## config.mk

```make
export PLATFORM = sky130hd
export DESIGN_NAME = load_order_guard
export DESIGN_NICKNAME = d
export VERILOG_FILES = /design/src/rtl/lvd_pkg.sv /design/src/rtl/lvd_line_cmp.sv /design/src/rtl/lvd_oldest_pick.sv /design/src/rtl/lvd_ptrs.sv /design/src/rtl/load_order_guard.sv
export SDC_FILE = /design/constraint.sdc
export NUM_CORES = 1
export LEC_CHECK = 0
export ABC_CLOCK_PERIOD_IN_PS = 6800
export CAP_MARGIN = 20
export CORE_ASPECT_RATIO = 0.8
export CORE_MARGIN = 3
export CORE_UTILIZATION = 39
export CTS_BUF_LIST = sky130_fd_sc_hd__clkbuf_8
export DETAILED_ROUTE_END_ITERATION = 10
export PLACE_DENSITY = 0.65
export SYNTH_ARGS = -nofsm -noshare
export SYNTH_HDL_FRONTEND = slang
export SYNTH_HIERARCHICAL = 1
export SYNTH_SLANG_ARGS = --single-unit
export TNS_END_PERCENT = 100
```

## constraint.sdc

```tcl
create_clock -name clk -period 6.8 [get_ports clk]
set_clock_uncertainty 0.15 [all_clocks]
set_input_delay 2.04 -clock clk [delete_from_list [all_inputs] [get_ports clk]]
set_output_delay 2.04 -clock clk [all_outputs]
set_load 0.05 [all_outputs]
```

## src/rtl/lvd_pkg.sv

```systemverilog
package lvd_pkg;
  // Life cycle of one queue slot
  typedef enum logic [1:0] {
    ENT_FREE = 2'd0,
    ENT_WAIT = 2'd1,
    ENT_DONE = 2'd2
  } ent_st_e;
endpackage

```

## src/rtl/lvd_line_cmp.sv

```systemverilog
module lvd_line_cmp #(
  parameter int DEPTH  = 8,
  parameter int LINE_W = 26
) (
  input  lvd_pkg::ent_st_e [DEPTH-1:0]             st_i,
  input  logic             [DEPTH-1:0][LINE_W-1:0] line_i,
  input  logic                                     inv_valid_i,
  input  logic             [LINE_W-1:0]            inv_line_i,
  output logic             [DEPTH-1:0]             hit_o
);
  // One comparator per slot, all evaluated in parallel
  for (genvar g = 0; g < DEPTH; g++) begin : g_cmp
    assign hit_o[g] = inv_valid_i && (st_i[g] == lvd_pkg::ENT_DONE) &&
                      (line_i[g] == inv_line_i);
  end
endmodule

```

## src/rtl/lvd_oldest_pick.sv

```systemverilog
module lvd_oldest_pick #(
  parameter int DEPTH = 8,
  parameter int IDX_W = 3
) (
  input  logic             clk,
  input  logic             rst_n,
  input  logic [DEPTH-1:0] hit_i,
  input  logic [IDX_W-1:0] head_idx_i,
  output logic             found_o,
  output logic [IDX_W-1:0] off_o,
  output logic [DEPTH-1:0] sel_oh_o
);
  // Scan from the head outward; the first hit is the oldest (DEPTH is a power of two)
  always_comb begin
    logic [IDX_W-1:0] idx;
    found_o  = 1'b0;
    off_o    = '0;
    sel_oh_o = '0;
    idx      = '0;
    for (int k = 0; k < DEPTH; k++) begin
      idx = head_idx_i + IDX_W'(k);
      if (!found_o && hit_i[idx]) begin
        found_o       = 1'b1;
        off_o         = IDX_W'(k);
        sel_oh_o[idx] = 1'b1;
      end
    end
  end

  p_pick_onehot_r5: assert property (@(posedge clk) disable iff (!rst_n)
    $onehot0(sel_oh_o));
  p_pick_is_hit_r5: assert property (@(posedge clk) disable iff (!rst_n)
    found_o |-> hit_i[head_idx_i + off_o]);
  p_pick_head_first_r5: assert property (@(posedge clk) disable iff (!rst_n)
    hit_i[head_idx_i] |-> (off_o == '0));
endmodule

```

## src/rtl/lvd_ptrs.sv

```systemverilog
module lvd_ptrs #(
  parameter int DEPTH = 8,
  parameter int TAG_W = 4
) (
  input  logic             clk,
  input  logic             rst_n,
  input  logic             alloc_i,
  input  logic             retire_i,
  input  logic             squash_i,
  input  logic [TAG_W-1:0] squash_tag_i,
  output logic [TAG_W-1:0] head_o,
  output logic [TAG_W-1:0] tail_o,
  output logic [TAG_W-1:0] count_o
);
  logic [TAG_W-1:0] head_d, tail_d;
  logic             head_en, tail_en;

  always_comb begin
    head_en = retire_i;
    head_d  = head_o + TAG_W'(1);
    tail_en = squash_i || alloc_i;
    tail_d  = squash_i ? squash_tag_i : (tail_o + TAG_W'(1));
  end

  always_ff @(posedge clk or negedge rst_n) begin
    if (!rst_n) begin
      head_o <= '0;
      tail_o <= '0;
    end else begin
      if (head_en) head_o <= head_d;
      if (tail_en) tail_o <= tail_d;
    end
  end

  assign count_o = tail_o - head_o;

  p_count_bound_r2: assert property (@(posedge clk) disable iff (!rst_n)
    count_o <= TAG_W'(DEPTH));
  p_head_step_r7: assert property (@(posedge clk) disable iff (!rst_n)
    1'b1 |=> (head_o == $past(head_o)) || (head_o == $past(head_o) + TAG_W'(1)));
endmodule

```

## src/rtl/load_order_guard.sv

```systemverilog
module load_order_guard #(
  parameter int DEPTH      = 8,
  parameter int ADDR_W     = 32,
  parameter int LINE_BYTES = 64,
  parameter int TAG_W      = $clog2(DEPTH) + 1
) (
  input  logic              clk,
  input  logic              rst_n,
  input  logic              alloc_valid,
  output logic              alloc_ready,
  output logic [TAG_W-1:0]  alloc_tag,
  input  logic              cmpl_valid,
  input  logic [TAG_W-1:0]  cmpl_tag,
  input  logic [ADDR_W-1:0] cmpl_addr,
  input  logic              retire_valid,
  input  logic              inv_valid,
  input  logic [ADDR_W-1:0] inv_addr,
  output logic              squash_valid,
  output logic [TAG_W-1:0]  squash_tag
);
  import lvd_pkg::*;

  localparam int IDX_W  = TAG_W - 1;
  localparam int OFS_W  = $clog2(LINE_BYTES);
  localparam int LINE_W = ADDR_W - OFS_W;

  ent_st_e [DEPTH-1:0]             st_q, st_d;
  logic    [DEPTH-1:0][TAG_W-1:0]  tag_q, tag_d;
  logic    [DEPTH-1:0][LINE_W-1:0] line_q, line_d;

  logic [TAG_W-1:0] head_q, tail_q, count;
  logic [IDX_W-1:0] head_idx, tail_idx, cmpl_idx, pick_off;
  logic [DEPTH-1:0] hit, pick_oh;
  logic             hit_any;
  logic [TAG_W-1:0] hit_tag;
  logic             alloc_do, retire_do, cmpl_do;
  logic             sq_v_q;
  logic [TAG_W-1:0] sq_tag_q;
  logic             unused_ofs;

  assign unused_ofs = ^{cmpl_addr[OFS_W-1:0], inv_addr[OFS_W-1:0], pick_oh};

  assign head_idx = head_q[IDX_W-1:0];
  assign tail_idx = tail_q[IDX_W-1:0];
  assign cmpl_idx = cmpl_tag[IDX_W-1:0];

  lvd_line_cmp #(.DEPTH(DEPTH), .LINE_W(LINE_W)) u_cmp (
    .st_i        (st_q),
    .line_i      (line_q),
    .inv_valid_i (inv_valid),
    .inv_line_i  (inv_addr[ADDR_W-1:OFS_W]),
    .hit_o       (hit)
  );

  lvd_oldest_pick #(.DEPTH(DEPTH), .IDX_W(IDX_W)) u_pick (
    .clk        (clk),
    .rst_n      (rst_n),
    .hit_i      (hit),
    .head_idx_i (head_idx),
    .found_o    (hit_any),
    .off_o      (pick_off),
    .sel_oh_o   (pick_oh)
  );

  assign hit_tag = head_q + TAG_W'(pick_off);

  lvd_ptrs #(.DEPTH(DEPTH), .TAG_W(TAG_W)) u_ptrs (
    .clk          (clk),
    .rst_n        (rst_n),
    .alloc_i      (alloc_do),
    .retire_i     (retire_do),
    .squash_i     (hit_any),
    .squash_tag_i (hit_tag),
    .head_o       (head_q),
    .tail_o       (tail_q),
    .count_o      (count)
  );

  assign alloc_ready = (count != TAG_W'(DEPTH));
  assign alloc_tag   = tail_q;

  // Control decisions all use the state before the edge
  always_comb begin
    alloc_do  = alloc_valid && alloc_ready && !hit_any;
    retire_do = retire_valid && (count != '0) && (st_q[head_idx] == ENT_DONE) &&
                !(hit_any && (pick_off == '0));
    cmpl_do   = cmpl_valid && (st_q[cmpl_idx] != ENT_FREE) && (tag_q[cmpl_idx] == cmpl_tag);
  end

  // Per-slot next state; later rules take priority
  always_comb begin
    logic [IDX_W-1:0] age;
    st_d   = st_q;
    tag_d  = tag_q;
    line_d = line_q;
    age    = '0;
    for (int i = 0; i < DEPTH; i++) begin
      age = IDX_W'(i) - head_idx;
      if (alloc_do && (tail_idx == IDX_W'(i))) begin
        st_d[i]  = ENT_WAIT;
        tag_d[i] = tail_q;
      end
      if (cmpl_do && (cmpl_idx == IDX_W'(i))) begin
        st_d[i]   = ENT_DONE;
        line_d[i] = cmpl_addr[ADDR_W-1:OFS_W];
      end
      if (retire_do && (head_idx == IDX_W'(i))) begin
        st_d[i] = ENT_FREE;
      end
      if (hit_any && (st_q[i] != ENT_FREE) && (age >= pick_off)) begin
        st_d[i] = ENT_FREE;
      end
    end
  end

  always_ff @(posedge clk or negedge rst_n) begin
    if (!rst_n) begin
      st_q   <= {DEPTH{ENT_FREE}};
      tag_q  <= '0;
      line_q <= '0;
    end else begin
      st_q   <= st_d;
      tag_q  <= tag_d;
      line_q <= line_d;
    end
  end

  always_ff @(posedge clk or negedge rst_n) begin
    if (!rst_n) begin
      sq_v_q   <= 1'b0;
      sq_tag_q <= '0;
    end else begin
      sq_v_q <= hit_any;
      if (hit_any) sq_tag_q <= hit_tag;
    end
  end

  assign squash_valid = sq_v_q;
  assign squash_tag   = sq_tag_q;

  p_squash_cause_r4: assert property (@(posedge clk) disable iff (!rst_n)
    squash_valid |-> $past(inv_valid));
  p_squash_tail_r6: assert property (@(posedge clk) disable iff (!rst_n)
    squash_valid |-> (alloc_tag == squash_tag));
  p_full_hold_r2: assert property (@(posedge clk) disable iff (!rst_n)
    (!alloc_ready && !hit_any) |=> (alloc_tag == $past(alloc_tag)));
  p_retire_done_r7: assert property (@(posedge clk) disable iff (!rst_n)
    (st_q[head_idx] != ENT_DONE) |=> (head_q == $past(head_q)));
  p_squash_range_r6: assert property (@(posedge clk) disable iff (!rst_n)
    hit_any |=> (st_q[$past(hit_tag[IDX_W-1:0])] == ENT_FREE));
endmodule

```

==> summary.md <==
| Metric | Value |
|---|---|
| Status | `finished clean` |
| Worst path max stage delay | `690 ps` |
| Routed Wire Length | `37360 um` |
| Clock Path Buffers | `3` |
| Antenna violations before repair | `0` |
| HPWL after detailed placement | `26560 um` |
| Initial core utilization | `39.71%` |
| Vias per inst | `5.256` |
| Clock Sinks | `269` |
| Setup crit end kind | `flop` |
| Filler cells | `3344` |
| Max_slew headroom | `28.52%` |
| Die Y | `180.1 um` |
| First-pass GRT wire length | `58770 um` |
| Pins Over Slew Limit | `0` |
| Diode count | `0` |
| Worst vdd ir | `0.1711 mV` |
| Fin crit period | `6580 ps` |
| Final Net Count | `1474` |
| Vias post-DR | `9887` |
| F_max | `0.1520 GHz` |
| DR pass1 iterations | `5` |
| Gpl congestion | `0.8470` |
| Initial drt markers | `754` |
| Rows | `63` |
| PwrDens | `351.0 mW/mm^2` |
| Final worst path period share | `96.76%` |
| Die ar. | `0.04027 mm^2` |
| CTS Buf Count | `46` |
| Area growth, synth to finish | `19.16%` |
| Detailed-route DRC error count | `0` |
| Final setup violation count | `0` |
| Fraction of layout cells with a size suffix above 1 | `32.28%` |
| Crit-path cells | `clkdlybuf4s50_1 -> xor2_1 -> nor4_1 -> nand4_1 -> buf_4 -> nor3_2 -> mux2i_1 -> mux4_2 -> nand4b_1 -> o211ai_1 -> ha_1 -> a21boi_0 -> o21ai_0 -> a211oi_1 -> a41oi_1 -> a32o_1` |
| CTS resizes | `0` |
| CTS root buf | `clkbuf_8` |
| Clock Latency Late Sink | `560 ps` |
| CTS tree | `built` |
| Mapped Area | `0.01477 mm^2` |
| Gr usage total | `18.55%` |
| GRT overflow | `0` |
| CP Buf/Inv Count | `2` |
| Ports | `84` |
| RSZ-0062 raised after global routing | `false` |
| Die Wd | `223.6 um` |
| Largest net degree at the start of global routing | `116` |
| Core area | `0.03721 mm^2` |
| CTS H-tree depth | `2` |
| Max_cap viols | `0` |
| Hold buffer count at cts | `0` |
| I/O Buffers | `71` |
| CP top delay family | `compound AO/OA/AOI/OAI gates` |
| Final antenna-violating net count | `0` |
| Routed length per instance | `19.86 um` |
| Final Hold Viols | `0` |
| Synth Instances | `1186` |
| Critical path's slowest cell | `nor4_1` |
| Setup TNS | `0 ps` |
| WS Path Type | `in2reg` |
| Arrival time at the worst endpoint | `6880 ps` |
| Critical Path Start Type | `primary input` |
| Post-synth net total | `1296` |
| Vias in the first global route | `10220` |
| Worst Tran Pin Value | `1070 ps` |
| Worst Path Max Fanout | `5` |
| Syn Area/Cell | `12.46 um^2` |
| Hold Path Class | `reg2reg` |
| Final hold slack | `315.8 ps` |
| Setup Fix Bufs, Post-CTS | `0` |
| Worst EP required | `7100 ps` |
| Pleak | `8.419 nW` |
| CTS clock-pin slew for the worst setup and hold paths | `60 ps` |
| Warnings from Yosys | `6` |
-- worst reg2reg max path, stage by stage (launching register included) --
cell and delay, ps:
dfrtp_1 380, xor2_1 140, nor4_1 780, nand4_1 210, buf_4 210, nor3_2 260
mux2i_1 180, mux4_2 530, nand4b_1 200, o211ai_1 390, ha_1 350, a21boi_0 250
o21ai_0 170, a211oi_1 280, a41oi_1 90, a32o_1 240
-- per-stage QoR --
step	power [mW]	std cells	utilization, %	setup WS, ps	instance area [um^2]
5_1_grt	6.602	1881	47.31	47.65	17600
3_3_place_gp	4.749	1802	44.97	-161.6	16730
3_5_place_dp	4.836	1802	44.97	-235.8	16730
2_1_floorplan	4.148	1186	-	855.1	14770
6_report	6.178	1881	47.31	220.1	17600
4_1_cts	6.224	1880	47.24	350.1	17580
-- state kept, by name, indices dropped and copies added (netlist names) --
register / count
tag_q: 32
squash_valid: 1
st_q: 16
u_ptrs/head_o: 4
line_q: 208
u_ptrs/tail_o: 4
squash_tag: 4
-- layer usage --
| layer | track usage (%) | up-vias | part of all wire [%] |
|---|---|---|---|
| met5 | 0 | - | 0 |
| met1 | 28.10 | 5061 | 50 |
| li1 | - | 4557 | - |
| met4 | 4.015 | 0 | 1.6 |
| met3 | 3.029 | 51 | 4.7 |
| met2 | 28.00 | 218 | 43 |
-- worst paths after layout --
path	start	to	slack, ps	cells past startpoint
min	tag_q[22]	tag_q[22]	320	1
max	inv_addr[13]	st_q[15]	220	16
min in group asynchronous	rst_n	line_q[166]	1330	1
min reg2reg	tag_q[22]	tag_q[22]	320	1
max in group asynchronous	rst_n	line_q[82]	3820	2
max reg2reg	line_q[103]	st_q[15]	1920	15
-- cells in the final DEF (no fill, tap or decap), drive strengths merged, types with 4 or more instances in the layout --
cell / instances
clkdlybuf4s50: 70
nand2: 27
o21ai: 11
xnor2: 49
xor2: 173
buf: 124
nor2: 22
a21boi: 4
nor3b: 6
nor3: 22
o32ai: 5
a31oi: 5
and2: 9
nand3: 14
or4: 4
dfrtp: 269
clkbuf: 54
nand4: 26
a21oi: 12
mux2: 236
nor2b: 13
ha: 34
inv: 50
mux2i: 14
or2: 6
clkinv: 6
mux4: 15
nor4: 44
nand2b: 17
-- power breakdown --
group	switching, mW	internal [mW]
Clock	0.639	0.716
Sequential	0.410	2.15
Combinational	1.10	1.17
Total	2.15	4.03
-- cell type report --
| cell class | count | area (um^2) | area share [%] |
|---|---|---|---|
| clock buffers | 54 | 743.2 | 4.222 |
| clock inverters | 24 | 102.6 | 0.5828 |
| inverters | 34 | 127.6 | 0.7250 |
| multi-input cells | 819 | 7492 | 42.56 |
| flip-flops and latches | 269 | 6731 | 38.24 |
| well taps | 487 | 609.3 | 3.462 |
| repair buffers | 194 | 1797 | 10.21 |
(Power assumes the default switching activity.)
